`src/rtl/intc_pkg.sv`:
```
package intc_pkg;
    localparam int NSRC = 8;
    localparam int IDXW = $clog2(NSRC);

    typedef enum logic [IDXW-1:0] {
        SRC_EXT0 = 3'd0,
        SRC_TMR0 = 3'd1,
        SRC_EXT1 = 3'd2,
        SRC_TMR1 = 3'd3,
        SRC_SER  = 3'd4,
        SRC_TMR2 = 3'd5,
        SRC_EXT2 = 3'd6,
        SRC_EXT3 = 3'd7
    } src_e;

    // field positions inside one nibble of the control register
    localparam int F_TYPE = 0;
    localparam int F_FLAG = 1;
    localparam int F_EN   = 2;
    localparam int F_PRI  = 3;

    typedef struct packed {
        logic [7:0] xctl;
        logic [1:0] ext01_flag;
        logic       svc_hi;
        logic       svc_lo;
    } intc_state_t;
endpackage

```
`src/rtl/intc_pin_sync.sv`:
```
module intc_pin_sync #(
    parameter int WIDTH  = 4,
    parameter int STAGES = 2
) (
    input  logic             clk,
    input  logic             rst_n,
    input  logic [WIDTH-1:0] din,
    output logic [WIDTH-1:0] dout,
    output logic [WIDTH-1:0] fall
);
    logic [STAGES-1:0][WIDTH-1:0] chain_d, chain_q;
    logic [WIDTH-1:0]             prev_d, prev_q;

    always_comb begin
        chain_d[0] = din;
        for (int s = 1; s < STAGES; s++) begin
            chain_d[s] = chain_q[s-1];
        end
        prev_d = chain_q[STAGES-1];
    end

    always_ff @(posedge clk or negedge rst_n) begin
        if (!rst_n) begin
            chain_q <= '1;
            prev_q  <= '1;
        end else begin
            chain_q <= chain_d;
            prev_q  <= prev_d;
        end
    end

    assign dout = chain_q[STAGES-1];
    assign fall = prev_q & ~chain_q[STAGES-1];
endmodule

```
`src/rtl/intc_arbiter.sv`:
```
module intc_arbiter #(
    parameter int NREQ = 8,
    localparam int IW  = $clog2(NREQ)
) (
    input  logic [NREQ-1:0] req,
    input  logic [NREQ-1:0] hi,
    input  logic            allow_hi,
    input  logic            allow_lo,
    output logic            valid,
    output logic [IW-1:0]   idx,
    output logic            is_hi
);
    logic [NREQ-1:0] hi_m, lo_m, pick;

    always_comb begin
        hi_m  = req & hi & {NREQ{allow_hi}};
        lo_m  = req & ~hi & {NREQ{allow_lo}};
        is_hi = |hi_m;
        pick  = is_hi ? hi_m : lo_m;
        valid = |pick;
        idx   = '0;
        for (int i = NREQ - 1; i >= 0; i--) begin
            if (pick[i]) idx = IW'(i);
        end
    end
endmodule

```
`src/rtl/intc_two_level.sv`:
```
module intc_two_level
    import intc_pkg::*;
#(
    parameter int SYNC_STAGES = 2,
    parameter int VEC_BASE    = 3,
    parameter int VEC_STRIDE  = 8
) (
    input  logic       clk,
    input  logic       rst_n,
    input  logic [3:0] pin_n,
    input  logic [1:0] edge_sel01,
    input  logic [5:0] std_en,
    input  logic [5:0] std_hi,
    input  logic [2:0] tmr_req,
    input  logic       ser_req,
    input  logic       reg_wr,
    input  logic [7:0] reg_wdata,
    input  logic       bit_wr,
    input  logic [2:0] bit_sel,
    input  logic       bit_val,
    output logic [7:0] reg_rdata,
    input  logic       ack,
    input  logic       reti,
    output logic       irq,
    output logic [7:0] vec,
    output logic       svc_hi,
    output logic       svc_lo
);
    localparam int NPIN = 4;

    intc_state_t st_d, st_q;

    logic [NPIN-1:0] pin_s, pin_fall;
    logic [NSRC-1:0] req_w, hi_w;
    logic            win_valid, win_hi;
    logic [IDXW-1:0] win_idx;
    logic            take;
    logic [1:0]      x_type, x_flag, x_en, x_pri, x_set, x_clr;
    logic [1:0]      s_set, s_clr;

    intc_pin_sync #(.WIDTH(NPIN), .STAGES(SYNC_STAGES)) u_sync (
        .clk  (clk),
        .rst_n(rst_n),
        .din  (pin_n),
        .dout (pin_s),
        .fall (pin_fall)
    );

    // per-nibble field view of the added pins
    always_comb begin
        for (int p = 0; p < 2; p++) begin
            x_type[p] = st_q.xctl[4*p + F_TYPE];
            x_flag[p] = st_q.xctl[4*p + F_FLAG];
            x_en[p]   = st_q.xctl[4*p + F_EN];
            x_pri[p]  = st_q.xctl[4*p + F_PRI];
        end
    end

    always_comb begin
        req_w[SRC_EXT0] = std_en[0] & (edge_sel01[0] ? st_q.ext01_flag[0] : ~pin_s[0]);
        req_w[SRC_TMR0] = std_en[1] & tmr_req[0];
        req_w[SRC_EXT1] = std_en[2] & (edge_sel01[1] ? st_q.ext01_flag[1] : ~pin_s[1]);
        req_w[SRC_TMR1] = std_en[3] & tmr_req[1];
        req_w[SRC_SER]  = std_en[4] & ser_req;
        req_w[SRC_TMR2] = std_en[5] & tmr_req[2];
        req_w[SRC_EXT2] = x_en[0] & (x_type[0] ? x_flag[0] : ~pin_s[2]);
        req_w[SRC_EXT3] = x_en[1] & (x_type[1] ? x_flag[1] : ~pin_s[3]);
        hi_w = {x_pri, std_hi};
    end

    intc_arbiter #(.NREQ(NSRC)) u_arb (
        .req     (req_w),
        .hi      (hi_w),
        .allow_hi(~st_q.svc_hi),
        .allow_lo(~st_q.svc_hi & ~st_q.svc_lo),
        .valid   (win_valid),
        .idx     (win_idx),
        .is_hi   (win_hi)
    );

    assign take = ack & win_valid;

    always_comb begin
        st_d = st_q;

        // software access: byte first, then single bit
        if (reg_wr) st_d.xctl = reg_wdata;
        if (bit_wr) st_d.xctl[bit_sel] = bit_val;

        // hardware set on falling edge, clear on service (set wins)
        s_set = edge_sel01 & pin_fall[1:0];
        x_set = x_type & pin_fall[3:2];
        s_clr[0] = take & (win_idx == SRC_EXT0) & edge_sel01[0];
        s_clr[1] = take & (win_idx == SRC_EXT1) & edge_sel01[1];
        x_clr[0] = take & (win_idx == SRC_EXT2) & x_type[0];
        x_clr[1] = take & (win_idx == SRC_EXT3) & x_type[1];

        st_d.ext01_flag = (st_q.ext01_flag & ~s_clr) | s_set;
        for (int p = 0; p < 2; p++) begin
            st_d.xctl[4*p + F_FLAG] = (st_d.xctl[4*p + F_FLAG] & ~x_clr[p]) | x_set[p];
        end

        // service levels: return first, then entry
        if (reti) begin
            if (st_q.svc_hi) st_d.svc_hi = 1'b0;
            else             st_d.svc_lo = 1'b0;
        end
        if (take) begin
            if (win_hi) st_d.svc_hi = 1'b1;
            else        st_d.svc_lo = 1'b1;
        end
    end

    always_ff @(posedge clk or negedge rst_n) begin
        if (!rst_n) st_q <= '0;
        else        st_q <= st_d;
    end

    assign reg_rdata = st_q.xctl;
    assign irq       = win_valid;
    assign vec       = 8'(VEC_BASE + int'(win_idx) * VEC_STRIDE);
    assign svc_hi    = st_q.svc_hi;
    assign svc_lo    = st_q.svc_lo;

    // winner is really requesting
    assert_winner_requests_R6: assert property (@(posedge clk) disable iff (!rst_n)
        irq |-> req_w[win_idx]);

    // a low winner means no high request was pending
    assert_high_first_R7: assert property (@(posedge clk) disable iff (!rst_n)
        (irq && !win_hi) |-> ((req_w & hi_w) == '0));

    assert_silent_in_high_R9: assert property (@(posedge clk) disable iff (!rst_n)
        svc_hi |-> !irq);

    assert_low_blocked_R9: assert property (@(posedge clk) disable iff (!rst_n)
        (svc_lo && irq) |-> win_hi);

    assert_ack_clears_edge_R8: assert property (@(posedge clk) disable iff (!rst_n)
        (take && win_idx == SRC_EXT2 && x_type[0] && !pin_fall[2] && !reg_wr && !bit_wr)
        |=> !reg_rdata[F_FLAG]);

    assert_reti_ends_high_R10: assert property (@(posedge clk) disable iff (!rst_n)
        (reti && !take && svc_hi) |=> !svc_hi);
endmodule

```
`config.mk`:
```
export PLATFORM = sky130hd
export DESIGN_NAME = intc_two_level
export DESIGN_NICKNAME = d
export VERILOG_FILES = /design/src/rtl/intc_pkg.sv /design/src/rtl/intc_pin_sync.sv /design/src/rtl/intc_arbiter.sv /design/src/rtl/intc_two_level.sv
export SDC_FILE = /design/constraint.sdc
export NUM_CORES = 1
export LEC_CHECK = 0
export CAP_MARGIN = 0
export CORE_ASPECT_RATIO = 1.25
export CORE_MARGIN = 3
export CORE_UTILIZATION = 46
export CTS_BUF_LIST = sky130_fd_sc_hd__clkbuf_4 sky130_fd_sc_hd__clkbuf_8
export DETAILED_ROUTE_END_ITERATION = 10
export GPL_ROUTABILITY_DRIVEN = 1
export GPL_TIMING_DRIVEN = 0
export PLACE_DENSITY = 0.9
export REMOVE_ABC_BUFFERS = 1
export SETUP_SLACK_MARGIN = 0.3
export SYNTH_ARGS = -nofsm -noshare
export SYNTH_HDL_FRONTEND = slang
export SYNTH_SLANG_ARGS = --single-unit
```
`constraint.sdc`:
```
create_clock -name clk -period 4.22 [get_ports clk]
set_clock_uncertainty 0.1 [all_clocks]
set_input_delay 1.266 -clock clk [delete_from_list [all_inputs] [get_ports clk]]
set_output_delay 1.266 -clock clk [all_outputs]
set_load 0.05 [all_outputs]
```
==> flow_metrics.env, run 1 <==
export IMPL_outcome="finished, violations left"
export IMPL_violations="negative setup slack"
export IMPL_placedCellCount=255
export IMPL_post_dp_hpwl_mm=3.14
export IMPL_rr_worst_depth=9
export IMPL_dieArea_mm2=0.00437
export IMPL_yosys_cell_types_count=56
export IMPL_clk_pin_slew_ps=80
export IMPL_vias=1725
export IMPL_wl_per_cell_um=18.1
export IMPL_place_gp_congestion=0.825
export IMPL_crit_path_start="std_hi[0]"
export IMPL_antenna_found_initial=0
export IMPL_final_common_cell="buf_4"
export IMPL_start_kind="primary input"
export IMPL_post_layout_nonfiller_instances=294
export IMPL_cap_violations=0
export IMPL_ys_async_sr_fraction_pct=100
export IMPL_p_total_mw=1.10
export IMPL_track_usage_pct=22.5
export IMPL_first_pass_iters=4
export IMPL_core_mm2=0.00334
export IMPL_fmax_mhz=227
export IMPL_p_per_area_mw_per_mm2=442
export IMPL_viasPerCell=5.87
export IMPL_cp_max_fo=5
export IMPL_syn_inst=181
export IMPL_cts_root_buf="clkbuf_8"
export IMPL_cp_endpoint="irq"
export IMPL_htree_levels=1
export IMPL_synth_seq_cells=24
export IMPL_drcViolationCount=0
export IMPL_grt_setup_unrepaired="true"
export IMPL_crit_type="primary input to primary output"
export IMPL_portBuffers=53
export IMPL_clockBufferDepth=2
export IMPL_ys_seq_area_share_pct=37.1
export IMPL_clock_sinks=24
export IMPL_slew_violations=0
export IMPL_cts_buffers=3
export IMPL_finalCriticalPeriod_ps=4410
export IMPL_r2r_slack_ps=1360
export IMPL_tightestPinTransition_ps=1060
export IMPL_placed_area_mm2=0.00212
export IMPL_peakVddDrop_mv=0.404
export IMPL_die_height_um=73.2
export IMPL_drive_gt1_share_pct=37.9
export IMPL_synthFlopType="dfstp_2"
export IMPL_cp_end_kind="primary output"
export IMPL_stdcell_area_mm2=0.00249
export IMPL_final_util_pct=74.6
export IMPL_slew_headroom_pct=29.2
export IMPL_finalWirelength_mm=5.31
export IMPL_grt_pass1_wl_mm=7.39
export IMPL_reg2reg_from="svc_hi"
export IMPL_nFillCells=229
export IMPL_hold_ws_ps=258
export IMPL_grt_max_degree=25
export IMPL_layout_setup_ws_ps=-194
export IMPL_hold_violations=0
export IMPL_overflow=0
export IMPL_post_route_period_util_pct=105
export IMPL_mappedNetlistArea_mm2=0.00166
export IMPL_hold_class="flop to flop"
export IMPL_initial_core_util_pct=49.7
export IMPL_grt_pass1_vias=1659
export IMPL_num_rows=23
export IMPL_cp_required_ps=2850
export IMPL_drt_iter0_markers=127
export IMPL_nets=297
export IMPL_ant_nets=0
export IMPL_total_leakage_power_nw=1.11
export IMPL_critical_path_arrival_ps=3050
export IMPL_syn_area_per_cell_um2=9.17
export IMPL_syn_to_final_growth_pct=49.9
export IMPL_ys_warn_count=0
export IMPL_r2r_end="reg_rdata[5]"
export IMPL_setup_violations_final=4
export IMPL_die_w_um=59.7
export IMPL_io_pins=59
export IMPL_clk_latency_ps=270
export IMPL_synth_edf_count=0
export IMPL_mostFrequentLayoutCells="32 x buf_4, 31 x clkdlybuf4s50_1, 23 x nand2_1"
export IMPL_cts_tree="done"
## stage by stage
step,setup TNS [ps],setup WS [ps]
finish,-637,-194
CTS,-389,-129
global route,-816,-235
floorplan,-1070,-584
global placement,-4170,-1140
detailed placement,-4220,-1140
## flip-flops by register name, indices dropped and copies added (netlist names)
register        cells
u_sync.prev_q       4
u_sync.chain_d      4
svc_hi              1
st_q                2
u_sync.dout         4
reg_rdata           8
svc_lo              1
## critical path, cell delays in order
cell and delay [ps]:
dlygate4sd2_1 240, or4b_4 510, and3_4 200, a31o_4 260
nor3b_4 240, nand3_2 150, buf_6 180
## layer usage
layer | up-vias | part of all wire [%] | track usage, %
met3 | 23 | 4.5 | 3.72
met4 | 0 | 4.6 | 14.0
met5 | - | 0 | 0
met1 | 845 | 36 | 23.3
li1 | 789 | - | -
met2 | 68 | 55 | 40.5
## synth_stat cells (3+ instances only)
cell      count  area (µm²)
nand3b_1      3        22.5
dfstp_2      12         315
o21ai_0       7        35.0
nor2b_1       3        18.8
a31o_2        3        26.3
nand4b_1      6        52.6
nand2b_1      4        25.0
clkbuf_1      3        11.3
nand2_1      23        86.3
a31oi_1       3        18.8
buf_4        14         105
dfrtp_1      12         300
nor2_1       10        37.5
nor3_1        4        20.0
nor3b_1       3        22.5
mux2i_1       8        80.1
inv_1         5        18.8
a21oi_1       5        25.0
o22ai_1       3        18.8
nand3_1       8        40.0
## worst min path at each step
| stage | cells after the start | slack (ps) | startpoint | endpoint |
|---|---|---|---|---|
| floorplan | 0 | 250 | u_sync.chain_d[4] | u_sync.dout[0] |
| global placement | 0 | 250 | u_sync.chain_d[5] | u_sync.dout[1] |
| detailed placement | 0 | 250 | u_sync.chain_d[5] | u_sync.dout[1] |
| CTS | 0 | 260 | u_sync.chain_d[5] | u_sync.dout[1] |
| global route | 0 | 260 | u_sync.chain_d[4] | u_sync.dout[0] |
| finish | 0 | 260 | u_sync.chain_d[5] | u_sync.dout[1] |
## area by class of cell
class	instances	area, µm²	area share [%]
tap	37	46.3	1.86
clock inverter	1	30.0	1.21
clock buffer	3	41.3	1.66
antenna	1	2.50	0.101
sequential	24	616	24.7
multi-input combinational	136	990	39.8
timing repair buffer	87	744	29.9
inverter	5	18.8	0.754
## power by group
| part | switching, mW | leakage (nW) | internal (mW) |
|---|---|---|---|
| logic | 0.334 | 0.816 | 0.263 |
| registers | 0.0396 | 0.262 | 0.263 |
| clock network | 0.0737 | 0.0357 | 0.127 |
| total | 0.447 | 1.11 | 0.653 |
## kinds of logic (layout without fill, tap and decap cells)
family	after synthesis	in the layout	share of synthesized area, %
other cells	2	6	0.452
buf+inv	24	96	9.04
compound gates	39	39	17.2
simple gates	84	84	31.4
flops	24	24	37.1
mux	8	8	4.82
## repair_timing
| item | CTS | global route |
|---|---|---|
| endpoints found under the setup margin | 4 | 4 |
| hold buffers | 0 | 0 |
| gates resized for setup | 67 | 33 |
| buffers inserted | 23 | 11 |
| pin swaps | 20 | 14 |
No activity file was read; power rests on OpenSTA's default activity.
==> run 2: changes to the inputs <==
- CAP_MARGIN: 0 -> 20
- SLEW_MARGIN: unset -> 20
==> flow_metrics.env, run 2 (synthesis results as in run 1) <==
export IMPL_total_leakage_power_nw=1.11
export IMPL_grt_setup_unrepaired="true"
export IMPL_layout_setup_ws_ps=-187
export IMPL_slowest_stage="or4b_4"
export IMPL_crit_path_start="std_hi[0]"
export IMPL_fmax_mhz=227
export IMPL_cap_violations=0
export IMPL_p_total_mw=1.10
export IMPL_setup_tns_ps=-609
export IMPL_p_per_area_mw_per_mm2=443
export IMPL_nets=297
export IMPL_post_route_period_util_pct=104
export IMPL_die_height_um=73.2
export IMPL_final_common_cell="buf_4"
export IMPL_start_kind="primary input"
export IMPL_overflow=0
export IMPL_htree_levels=1
export IMPL_io_pins=59
export IMPL_clock_sinks=24
export IMPL_critical_path_arrival_ps=3040
export IMPL_tightestPinTransition_ps=536
export IMPL_crit_chain="dlygate4sd2_1 -> or4b_4 -> and3_4 -> a31o_4 -> nor3b_4 -> nand3_2 -> buf_6"
export IMPL_cts_tree="done"
export IMPL_slew_violations=0
export IMPL_slew_headroom_pct=64.3
export IMPL_finalCriticalPeriod_ps=4410
export IMPL_place_gp_congestion=0.825
export IMPL_cpPeakStageDelay_ps=500
export IMPL_grt_max_degree=25
export IMPL_drcViolationCount=0
export IMPL_track_usage_pct=22.5
export IMPL_num_rows=23
export IMPL_syn_to_final_growth_pct=49.6
export IMPL_nFillCells=230
export IMPL_regArea_um2=616
export IMPL_clk_latency_ps=270
export IMPL_drt_iter0_markers=91
export IMPL_multi_input_area_um2=990
export IMPL_cts_hold_buf=0
export IMPL_grt_pass1_wl_mm=7.39
export IMPL_outcome="finished, violations left"
export IMPL_post_dp_hpwl_mm=3.14
export IMPL_die_w_um=59.7
export IMPL_clk_pin_slew_ps=80
export IMPL_mostFrequentLayoutCells="32 x buf_4, 30 x clkdlybuf4s50_1, 23 x nand2_1"
export IMPL_peakVddDrop_mv=0.404
export IMPL_hold_class="flop to flop"
export IMPL_drive_gt1_share_pct=38.3
export IMPL_wl_per_cell_um=18.2
export IMPL_violations="negative setup slack"
export IMPL_portBuffers=53
export IMPL_cp_required_ps=2850
export IMPL_first_pass_iters=4
export IMPL_largest_register_ffs=8
export IMPL_cts_buffers=3
export IMPL_viasPerCell=5.90
export IMPL_dieArea_mm2=0.00437
export IMPL_setup_violations_final=4
export IMPL_r2r_slack_ps=1360
export IMPL_cts_root_buf="clkbuf_8"
export IMPL_vias=1734
export IMPL_cp_end_kind="primary output"
export IMPL_ant_nets=0
export IMPL_grt_pass1_vias=1659
export IMPL_cp_max_fo=5
export IMPL_reg2reg_from="svc_hi"
export IMPL_antenna_found_initial=0
export IMPL_finalWirelength_mm=5.34
export IMPL_min_from="u_sync.chain_d[5]"
export IMPL_core_mm2=0.00334
export IMPL_crit_type="primary input to primary output"
export IMPL_initial_core_util_pct=49.7
export IMPL_clockBufferDepth=2
export IMPL_hold_violations=0
==> run 2: metrics by stage <==
step | hold WS, ps | setup slack, ps | std cells | util [%] | cell area (µm²)
after global placement | 246 | -1140 | 255 | 63.4 | 2120
after CTS | 260 | -129 | 282 | 71.8 | 2400
final | 258 | -187 | 294 | 74.4 | 2480
after global routing | 261 | -235 | 293 | 74.3 | 2480
after floorplan | 245 | -584 | 165 | - | 1540
after detailed placement | 247 | -1140 | 255 | 63.4 | 2120
==> run 2: cell type report <==
class / count / area share, %
multi-input combinational: 136 / 39.8
timing repair buffer: 87 / 29.8
sequential: 24 / 24.8
tap: 37 / 1.86
clock buffer: 3 / 1.66
clock inverter: 1 / 1.21
inverter: 5 / 0.756
antenna: 1 / 0.101
==> run 2: layer usage <==
metal	wire length [µm]	vias up	GRT usage [%]
li1	-	788	-
met1	1940	854	23.3
met2	2930	69	40.5
met3	219	23	3.72
met4	250	0	14.0
met5	0	-	0
==> run 2: worst max-delay path, delay by kind of cell <==
family,cells,cell delay [ps]
AOI/OAI and AO/OA,1,260
buffers and inverters,2,410
and+or+nand+nor,4,1090
==> run 2: final timing paths <==
check / end / cells after the start
hold / removal: u_sync.dout[1] / 0
setup / recovery: irq / 7
setup reg to reg: reg_rdata[5] / 9
min in group asynchronous: reg_rdata[4] / 1
hold reg to reg: u_sync.dout[1] / 0
max in group asynchronous: u_sync.dout[0] / 1
==> run 2: where the power goes <==
group / switching, mW / leakage [nW] / internal [mW]
sequential: 0.0407 / 0.262 / 0.263
clock: 0.0740 / 0.0357 / 0.127
combinational: 0.334 / 0.816 / 0.263
total: 0.448 / 1.11 / 0.653
==> run 2: what timing repair did <==
item / CTS / global route
buffers inserted: 23 / 11
gates resized for setup: 67 / 33
endpoints found under the hold margin: 0 / 0
pin swaps: 20 / 14
setup endpoints to repair: 4 / 4
==> run 3: changes to the inputs <==
- REMOVE_ABC_BUFFERS: 1 -> unset
==> flow_metrics.env, run 3 (synthesis results as in run 1) <==
export IMPL_p_per_area_mw_per_mm2=423
export IMPL_stdcell_area_mm2=0.00246
export IMPL_grt_pass1_vias=1664
export IMPL_io_pins=59
export IMPL_nets=293
export IMPL_hold_class="flop to flop"
export IMPL_portBuffers=49
export IMPL_finalWirelength_mm=4.70
export IMPL_clk_latency_ps=270
export IMPL_overflow=0
export IMPL_slew_headroom_pct=50.8
export IMPL_multi_input_area_um2=998
export IMPL_vias=1652
export IMPL_post_layout_nonfiller_instances=289
export IMPL_largest_register_ffs=8
export IMPL_total_leakage_power_nw=1.10
export IMPL_cap_violations=0
export IMPL_post_route_period_util_pct=104
export IMPL_clockBufferDepth=2
export IMPL_dieArea_mm2=0.00437
export IMPL_die_w_um=59.7
export IMPL_antenna_found_initial=0
export IMPL_wl_per_cell_um=16.3
export IMPL_placedCellCount=270
export IMPL_cp_required_ps=2850
export IMPL_mostFrequentLayoutCells="30 x buf_4, 26 x clkdlybuf4s50_1, 23 x nand2_1"
export IMPL_cts_tree="done"
export IMPL_p_clk_share_pct=15.2
export IMPL_nFillCells=261
export IMPL_cts_hold_buf=0
export IMPL_crit_type="primary input to primary output"
export IMPL_regArea_um2=616
export IMPL_post_dp_hpwl_mm=3.29
export IMPL_cts_buffers=3
export IMPL_drt_iter0_markers=75
export IMPL_fmax_mhz=228
export IMPL_peakVddDrop_mv=0.324
export IMPL_track_usage_pct=22.7
export IMPL_cp_end_kind="primary output"
export IMPL_first_pass_iters=5
export IMPL_grt_max_degree=25
export IMPL_antenna_cells=0
export IMPL_layout_setup_ws_ps=-159
export IMPL_num_rows=23
export IMPL_tightestPinTransition_ps=728
export IMPL_violations="negative setup slack"
export IMPL_power_switching_mw=0.440
export IMPL_core_mm2=0.00334
export IMPL_drive_gt1_share_pct=33.3
export IMPL_outcome="finished, violations left"
export IMPL_pwr_share_seq_pct=28.7
export IMPL_viasPerCell=5.72
export IMPL_slew_violations=0
export IMPL_drcViolationCount=0
export IMPL_setup_violations_final=4
export IMPL_critical_path_arrival_ps=3010
export IMPL_p_total_mw=1.04
export IMPL_die_height_um=73.2
export IMPL_clock_sinks=24
export IMPL_final_common_cell="buf_4"
export IMPL_r2r_slack_ps=1570
export IMPL_cp_max_fo=5
export IMPL_ant_nets=0
export IMPL_comb_power_share_pct=56.1
export IMPL_clk_pin_slew_ps=80
export IMPL_syn_to_final_growth_pct=47.9
export IMPL_place_gp_congestion=0.914
export IMPL_p_sw_share_pct=42.3
export IMPL_cts_root_buf="clkbuf_8"
export IMPL_internal_power_mw=0.600
export IMPL_grt_pass1_wl_mm=7.51
export IMPL_grt_setup_unrepaired="true"
export IMPL_hold_violations=0
export IMPL_setup_tns_ps=-537
export IMPL_placed_area_mm2=0.00224
export IMPL_start_kind="primary input"
export IMPL_finalCriticalPeriod_ps=4380
export IMPL_htree_levels=1
export IMPL_initial_core_util_pct=49.7
[run 3: cell count changes in the layout (fill, tap and decap cells not counted), sizes merged, moves of 2 or more]
cell and change:
clkbuf -6, clkdlybuf4s50 -4, dlygate4sd2 +9, dlymetal6s2s +2, buf -4
[run 3: final timing paths]
check | from | endpoint | depth (start not counted)
hold / removal | u_sync.chain_d[5] | u_sync.dout[1] | 0
hold reg to reg | u_sync.chain_d[5] | u_sync.dout[1] | 0
max in group asynchronous | rst_n | u_sync.chain_d[4] | 1
setup / recovery | edge_sel01[0] | irq | 8
setup reg to reg | svc_hi | svc_lo | 8
min in group asynchronous | rst_n | reg_rdata[0] | 1
[run 3: power by group through the flow]
stage          Clock (mW)  Combinational [mW]  Sequential (mW)
2_1_floorplan           0               0.345            0.314
3_3_place_gp            0               0.513            0.299
3_5_place_dp            0               0.522            0.300
4_1_cts             0.165               0.561            0.296
5_1_grt             0.171               0.615            0.303
6_report            0.158               0.583            0.298
[run 3: worst max-delay path: stages]
cell and delay [ps]:
buf_6 100, nor2b_4 120, or4b_4 540, and3_4 210, a31o_1 210, nor3b_2 260, nand3_2 140, buf_8 180
[run 3: cell type report]
class / count / area share, %
multi-input combinational: 136 / 40.7
sequential: 24 / 25.1
timing repair buffer: 64 / 24.0
buffer: 19 / 5.35
clock buffer: 4 / 2.24
tap: 37 / 1.88
inverter: 5 / 0.764
[run 3: what timing repair did]
action | CTS | global route
endpoints found under the setup margin | 4 | 4
setup buffers | 13 | 2
resized for setup | 57 | 10
pin swaps | 16 | 11
[run 3: metrics by stage]
stage          utilization (%)  hold WS [ps]  setup WS [ps]
3_5_place_dp              67.2           247          -1130
3_3_place_gp              67.2           245          -1100
5_1_grt                   73.6           262           -204
2_1_floorplan                -           245           93.4
6_report                  73.6           259           -159
4_1_cts                   72.5           260           -240
[run 3: layer usage]
| metal | share of wire (%) | GRT usage (%) | vias up | wire (µm) |
|---|---|---|---|---|
| li1 | - | - | 781 | - |
| met1 | 40 | 25.7 | 784 | 1870 |
| met2 | 52 | 40.7 | 76 | 2440 |
| met3 | 5.7 | 2.65 | 11 | 269 |
| met4 | 2.5 | 11.1 | 0 | 119 |
| met5 | 0 | 0 | - | 0 |
